<file path="src/rtl/uart_addr_rx.sv">
module uart_addr_rx #(
  parameter int DW  = 8,
  parameter int OSR = 16
) (
  input  logic          clk,
  input  logic          rst_n,
  input  logic          rxd,
  input  logic          baud_tick,
  input  logic [1:0]    mode,
  input  logic          sm2,
  input  logic          smod0,
  input  logic [DW-1:0] slave_addr,
  input  logic [DW-1:0] addr_mask,
  input  logic          ri_clr,
  input  logic          fe_clr,
  output logic [DW-1:0] rx_data,
  output logic          rx_bit9,
  output logic          ri,
  output logic          status7
);
  localparam int CW  = $clog2(OSR);
  localparam int BW  = $clog2(DW);
  localparam int MID = OSR / 2;

  typedef enum logic [2:0] {IDLE, START, DATA, NINTH, STOP, WAITHI} st_t;
  st_t st;

  logic [1:0]    sync;
  logic          rxs;
  logic [CW-1:0] cnt;
  logic [BW-1:0] bitn;
  logic [1:0]    smp;
  logic [DW-1:0] sr;
  logic          b9, fe;
  logic          nine, vote, mid, last;
  logic          given_hit, bcast_hit, tag_bit, accept;

  assign rxs  = sync[1];
  assign nine = mode[1];
  assign mid  = baud_tick && cnt == CW'(MID + 1);
  assign last = baud_tick && cnt == CW'(OSR - 1);
  assign vote = (smp[1] & smp[0]) | (smp[1] & rxs) | (smp[0] & rxs);

  // given-address compare, R10: broadcast compare
  assign given_hit = &(~(sr ^ slave_addr) | ~addr_mask);
  assign bcast_hit = &(sr | ~(slave_addr | addr_mask));
  assign tag_bit   = nine ? b9 : vote;
  assign accept    = !sm2 || (tag_bit && (given_hit || bcast_hit));

  assign status7 = smod0 ? fe : mode[1];

  always_ff @(posedge clk or negedge rst_n) begin
    if (!rst_n) sync <= 2'b11;
    else        sync <= {sync[0], rxd};
  end

  always_ff @(posedge clk or negedge rst_n) begin
    if (!rst_n) begin
      st <= IDLE; cnt <= '0; bitn <= '0; smp <= '0; sr <= '0; b9 <= 1'b0;
    end else begin
      if (baud_tick) begin
        cnt <= cnt + 1'b1;
        if (cnt == CW'(MID - 1) || cnt == CW'(MID)) smp <= {smp[0], rxs};
      end
      case (st)
        IDLE:
          if (baud_tick && !rxs && mode != 2'b00) begin
            st <= START; cnt <= '0;
          end
        START:
          if (mid && vote) st <= IDLE;
          else if (last) begin
            st <= DATA; bitn <= '0;
          end
        DATA: begin
          if (mid) sr <= {vote, sr[DW-1:1]};
          if (last) begin
            if (bitn == BW'(DW - 1)) st <= nine ? NINTH : STOP;
            else                     bitn <= bitn + 1'b1;
          end
        end
        NINTH: begin
          if (mid) b9 <= vote;
          if (last) st <= STOP;
        end
        STOP:
          if (mid) st <= WAITHI;
        WAITHI:
          if (rxs) st <= IDLE;
        default: st <= IDLE;
      endcase
    end
  end

  always_ff @(posedge clk or negedge rst_n) begin
    if (!rst_n) begin
      rx_data <= '0; rx_bit9 <= 1'b0; ri <= 1'b0; fe <= 1'b0;
    end else begin
      if (ri_clr) ri <= 1'b0;
      if (fe_clr) fe <= 1'b0;
      if (st == STOP && mid) begin
        rx_data <= sr;
        rx_bit9 <= tag_bit;
        if (!vote)  fe <= 1'b1;
        if (accept) ri <= 1'b1;
      end
    end
  end

  a_r13_ri_holds: assert property (@(posedge clk) disable iff (!rst_n)
    (ri && !ri_clr) |=> ri);
  a_r5_fe_holds: assert property (@(posedge clk) disable iff (!rst_n)
    (fe && !fe_clr) |=> fe);
  a_r12_shift_idle: assert property (@(posedge clk) disable iff (!rst_n)
    (mode == 2'b00 && st == IDLE) |=> st == IDLE);
  a_r7_ninth_set: assert property (@(posedge clk) disable iff (!rst_n)
    ($rose(ri) && sm2 && mode[1]) |-> rx_bit9);
  a_r8_stop_valid: assert property (@(posedge clk) disable iff (!rst_n)
    ($rose(ri) && sm2 && mode == 2'b01) |-> (rx_bit9 && !$rose(status7 && smod0)));
endmodule

</file>
<file path="config.mk">
export PLATFORM = sky130hd
export DESIGN_NAME = uart_addr_rx
export DESIGN_NICKNAME = d
export VERILOG_FILES = /design/src/rtl/uart_addr_rx.sv
export SDC_FILE = /design/constraint.sdc
export NUM_CORES = 1
export LEC_CHECK = 0
export BUFFER_PORTS_ARGS = -buffer_cell sky130_fd_sc_hd__buf_2
export CORE_MARGIN = 1.5
export CORE_UTILIZATION = 35
export CTS_CLUSTER_SIZE = 16
export DETAILED_ROUTE_END_ITERATION = 16
export PLACE_DENSITY = 0.64
export SETUP_SLACK_MARGIN = 0.15
export SYNTH_ARGS = -nofsm -noshare
export SYNTH_HDL_FRONTEND = slang
export SYNTH_SLANG_ARGS = --single-unit
export TNS_END_PERCENT = 5
</file>
<file path="constraint.sdc">
create_clock -name clk -period 2.9 [get_ports clk]
set_input_delay 0.58 -clock clk [delete_from_list [all_inputs] [get_ports clk]]
set_output_delay 0.58 -clock clk [all_outputs]
set_load 0.02 [all_outputs]
</file>
==> results.cfg <==
[outcome]
status = finished, final reports clean

[sta]
timing.fmax_mhz = 487
rsz0062_at_grt = no
setup_total_negative_slack_ns = 0
layout_worst_path_cycle_share_pct = 70.8
clock_skew_ns = 0.00921
setup_viol_count_final = 0
postLayoutSetupSlackWorst_ns = 0.846
report.final.slew_viol_count = 0
final.min_clock_period_ns = 2.05
whs_ns = 0.355
pin_slew_with_the_least_headroom_to_its_limit_ns = 0.737
timing_hold_violations_final = 0
timing.max_slew.rel_slack_pct = 50.8

[clocking]
clkTransAtPathRegs_ns = 0.07
clk_latency_ns = 0.29
cts_inserted_buffers = 5
ctsRootBufferMaster = sky130_fd_sc_hd__clkbuf_8
cts_resized = 0
cts_setup_buffers = 0
max-clock-path-buffers = 2
tritoncts_num_sinks = 34
tritoncts = yes
hold_buffers_post_cts = 0
deepest_level_of_the_cts_h_tree = 2

[drt]
m1WireLength_um = 1730
highest-signal-layer = met4
finalWirelength_um = 3470
sum_of_met3_wire_segment_lengths_after_detailed_routing_um = 143
drcViolationCount = 0
met2WireLength_um = 1500
dr.first_iter.drc_count = 76
dr.pass1.iters = 4
vias = 1324
drt-vias-per-instance = 4.92
route.detailed.wl_per_inst_um = 12.9
antenna_left = 0

[floorplanning]
initial_core_util_pct = 36.8
floorplan.core_area_um2 = 4790
vertical_die_dimension_um = 73.9
ioPinCount = 37
die_area_um2 = 5470
rows = 25
die-width_um = 73.9

[final_layout]
design_area_um2 = 2110
total_nets_final = 232
n_antenna_cell = 0
layout-area-overhead-vs-synth_pct = 19.5
post_route_cells_drive_above_1_share_pct = 33.7

[yosys]
synthesis.area_um2 = 1760
seq_area_frac_synth_pct = 48.4
synthesis.instances = 164
synth-edff-count = 0
synth.yosys.warnings = 0
yosysUniqueCellTypes = 41
mappedNetlistNets = 195
syn-mean-instance-area_um2 = 10.7
synth_largest_type_area_fraction_pct = 45.5
synth-async-reset-ratio_pct = 100
synth_largest_area_cell = sky130_fd_sc_hd__dfrtp_1
synthTopCellsByArea = sky130_fd_sc_hd__dfrtp_1 45%, sky130_fd_sc_hd__mux2_2 12%, sky130_fd_sc_hd__xor2_1 5.0%
postSynth.topFlopCell = sky130_fd_sc_hd__dfrtp_1
synth_seq_cells = 34

[grt]
global_route.usage.total_pct = 14.7
grt_antenna_before_repair = 0
first_pass_grt_wire_length_um = 6070
gr-total-overflow = 0
via_count_of_the_first_global_routing_pass = 1348
largest_net_degree_at_the_start_of_global_routing = 35

[worst_setup_path]
worst-endpoint-required_ns = 3.10
worst_r2r_startpoint = cnt[1]$_DFF_PN0_
crit_slowest_cell = sky130_fd_sc_hd__or4_4
critPathArrivalTime_ns = 2.26
critPathMaxStageDelay_ns = 0.55
setup.reg_to_reg.worst_slack_ns = 0.85
worst_r2r_dst = st[1]$_DFFE_PN0P_
r2r.worst_path.cells = 7
critical_path.cell_chain = inv_1, ha_1, and4b_1, and2_4, o21ai_2, or4_4, o31ai_2
worstSetupEndpointType = flip-flop
criticalPathCategory = reg -> reg
critPathLaunchType = flip-flop
crit_path_max_fanout = 6

[placed_design]
preCtsSetupSlack_ns = 0.709
io_buffers = 36
post-dp-hpwl_um = 2490
postPlaceCellArea_um2 = 2000
globalplace.congestion = 0.786

[min_path]
worstHoldPathType = in -> async

[power]
swShare_pct = 30.9
p_seq_share_pct = 47.7
power.leakage_nw = 1.04
power_frac_comb_pct = 21.8
p_per_area_nw_per_um2 = 639
switchingPower_uw = 416
cell_internal_pwr_uw = 930
clock_power_share_pct = 30.5
max-vdd-ir-drop_mv = 0.293
post-layout-total-power_mw = 1.35

[flow_run]
drv.max_cap_violation_count = 0
registers in the layout, indices dropped and copies added, names as in the netlist:
signal   flops
ri           1
fe           1
sync         2
st           3
smp          2
rx_data      8
sr           8
bitn         3
rx_bit9      1
b9           1
cnt          4
cells in the final DEF (no fill, tap or decap), types with 2 or more instances in the layout:
| cell | count |
|---|---|
| sky130_fd_sc_hd__buf_2 | 36 |
| sky130_fd_sc_hd__dfrtp_1 | 32 |
| sky130_fd_sc_hd__mux2_2 | 18 |
| sky130_fd_sc_hd__nand2_1 | 17 |
| sky130_fd_sc_hd__nor2_1 | 11 |
| sky130_fd_sc_hd__o21ai_0 | 11 |
| sky130_fd_sc_hd__xor2_1 | 10 |
| sky130_fd_sc_hd__clkbuf_8 | 8 |
| sky130_fd_sc_hd__inv_1 | 6 |
| sky130_fd_sc_hd__ha_1 | 5 |
| sky130_fd_sc_hd__o22ai_1 | 4 |
| sky130_fd_sc_hd__a22oi_1 | 4 |
| sky130_fd_sc_hd__o21bai_1 | 3 |
| sky130_fd_sc_hd__a21oi_1 | 3 |
| sky130_fd_sc_hd__nor4_1 | 2 |
| sky130_fd_sc_hd__mux2i_1 | 2 |
| sky130_fd_sc_hd__nand4_1 | 2 |
| sky130_fd_sc_hd__nand2b_1 | 2 |
| sky130_fd_sc_hd__nor2b_1 | 2 |
| sky130_fd_sc_hd__nor3_1 | 2 |
| sky130_fd_sc_hd__dfstp_2 | 2 |
worst max-delay path: cells and delay by family (launching register included):
kind	cells	cell delay [ns]
buf+inv	1	0.09
compound gates	2	0.28
flops	1	0.41
fa+ha+maj	1	0.13
simple gates	3	1.05
synth_stat cells (2+ instances only):
library cell	count
sky130_fd_sc_hd__nand2b_1	2
sky130_fd_sc_hd__ha_1	5
sky130_fd_sc_hd__nor2_1	11
sky130_fd_sc_hd__xor2_1	10
sky130_fd_sc_hd__o21ai_0	11
sky130_fd_sc_hd__buf_4	2
sky130_fd_sc_hd__o21bai_1	3
sky130_fd_sc_hd__nand2_1	17
sky130_fd_sc_hd__nor3_1	2
sky130_fd_sc_hd__nand4_1	2
sky130_fd_sc_hd__o22ai_1	4
sky130_fd_sc_hd__a22oi_1	4
sky130_fd_sc_hd__dfstp_2	2
sky130_fd_sc_hd__mux2i_1	2
sky130_fd_sc_hd__dfrtp_1	32
sky130_fd_sc_hd__clkbuf_1	4
sky130_fd_sc_hd__nor2b_1	2
sky130_fd_sc_hd__mux2_2	18
sky130_fd_sc_hd__inv_1	6
sky130_fd_sc_hd__a21oi_1	3
sky130_fd_sc_hd__nor4_1	2
metal layers:
metal	vias up	GRT usage [%]
met3	9	2.85
met1	626	20.1
met5	-	0
met4	0	8.23
li1	655	-
met2	34	21.9
layout make-up:
type / count / area, um2
clock buffer: 8 / 110
fill: 450 / 2680
inverter: 6 / 22.5
multi-input combinational: 118 / 856
sequential: 34 / 853
tap: 67 / 83.8
timing repair buffer: 36 / 180
metrics by stage:
step / utilization [%] / std cells
6_report: 44.0 / 269
5_1_grt: 44.0 / 269
4_1_cts: 44.0 / 269
3_5_place_dp: 41.7 / 261
3_3_place_gp: 41.7 / 261
2_1_floorplan: - / 164
kinds of logic (layout without fill, tap and decap cells):
logic type      count (synthesis)  in the layout  share of synthesized area (%)
xor+xnor                       11             11                           5.47
flops                          34             34                           48.4
compound gates                 34             34                           12.7
mux                            20             20                           12.6
simple gates                   47             47                           13.6
buf+inv                        12             50                           2.98
fa+ha+maj                       6              6                           4.12
worst max-delay path by stage:
stage                                 from                 to  slack, ns  cells after the start
after floorplan                  baud_tick  st[1]$_DFFE_PN0P_       0.87                      7
after global placement           baud_tick  st[1]$_DFFE_PN0P_       0.74                      6
after detailed placement         baud_tick  st[1]$_DFFE_PN0P_       0.71                      6
after CTS                 cnt[1]$_DFF_PN0_  st[1]$_DFFE_PN0P_       0.85                      7
after global routing      cnt[1]$_DFF_PN0_  st[1]$_DFFE_PN0P_       0.71                      7
final                     cnt[1]$_DFF_PN0_  st[1]$_DFFE_PN0P_       0.85                      7
power groups by stage:
stage / clock (mW) / combinational, mW / sequential, mW
2_1_floorplan: 0 / 0.236 / 0.619
6_report: 0.410 / 0.293 / 0.643
5_1_grt: 0.438 / 0.345 / 0.659
4_1_cts: 0.424 / 0.298 / 0.643
3_3_place_gp: 0 / 0.292 / 0.650
3_5_place_dp: 0 / 0.296 / 0.651
(Power assumes the default switching activity.)
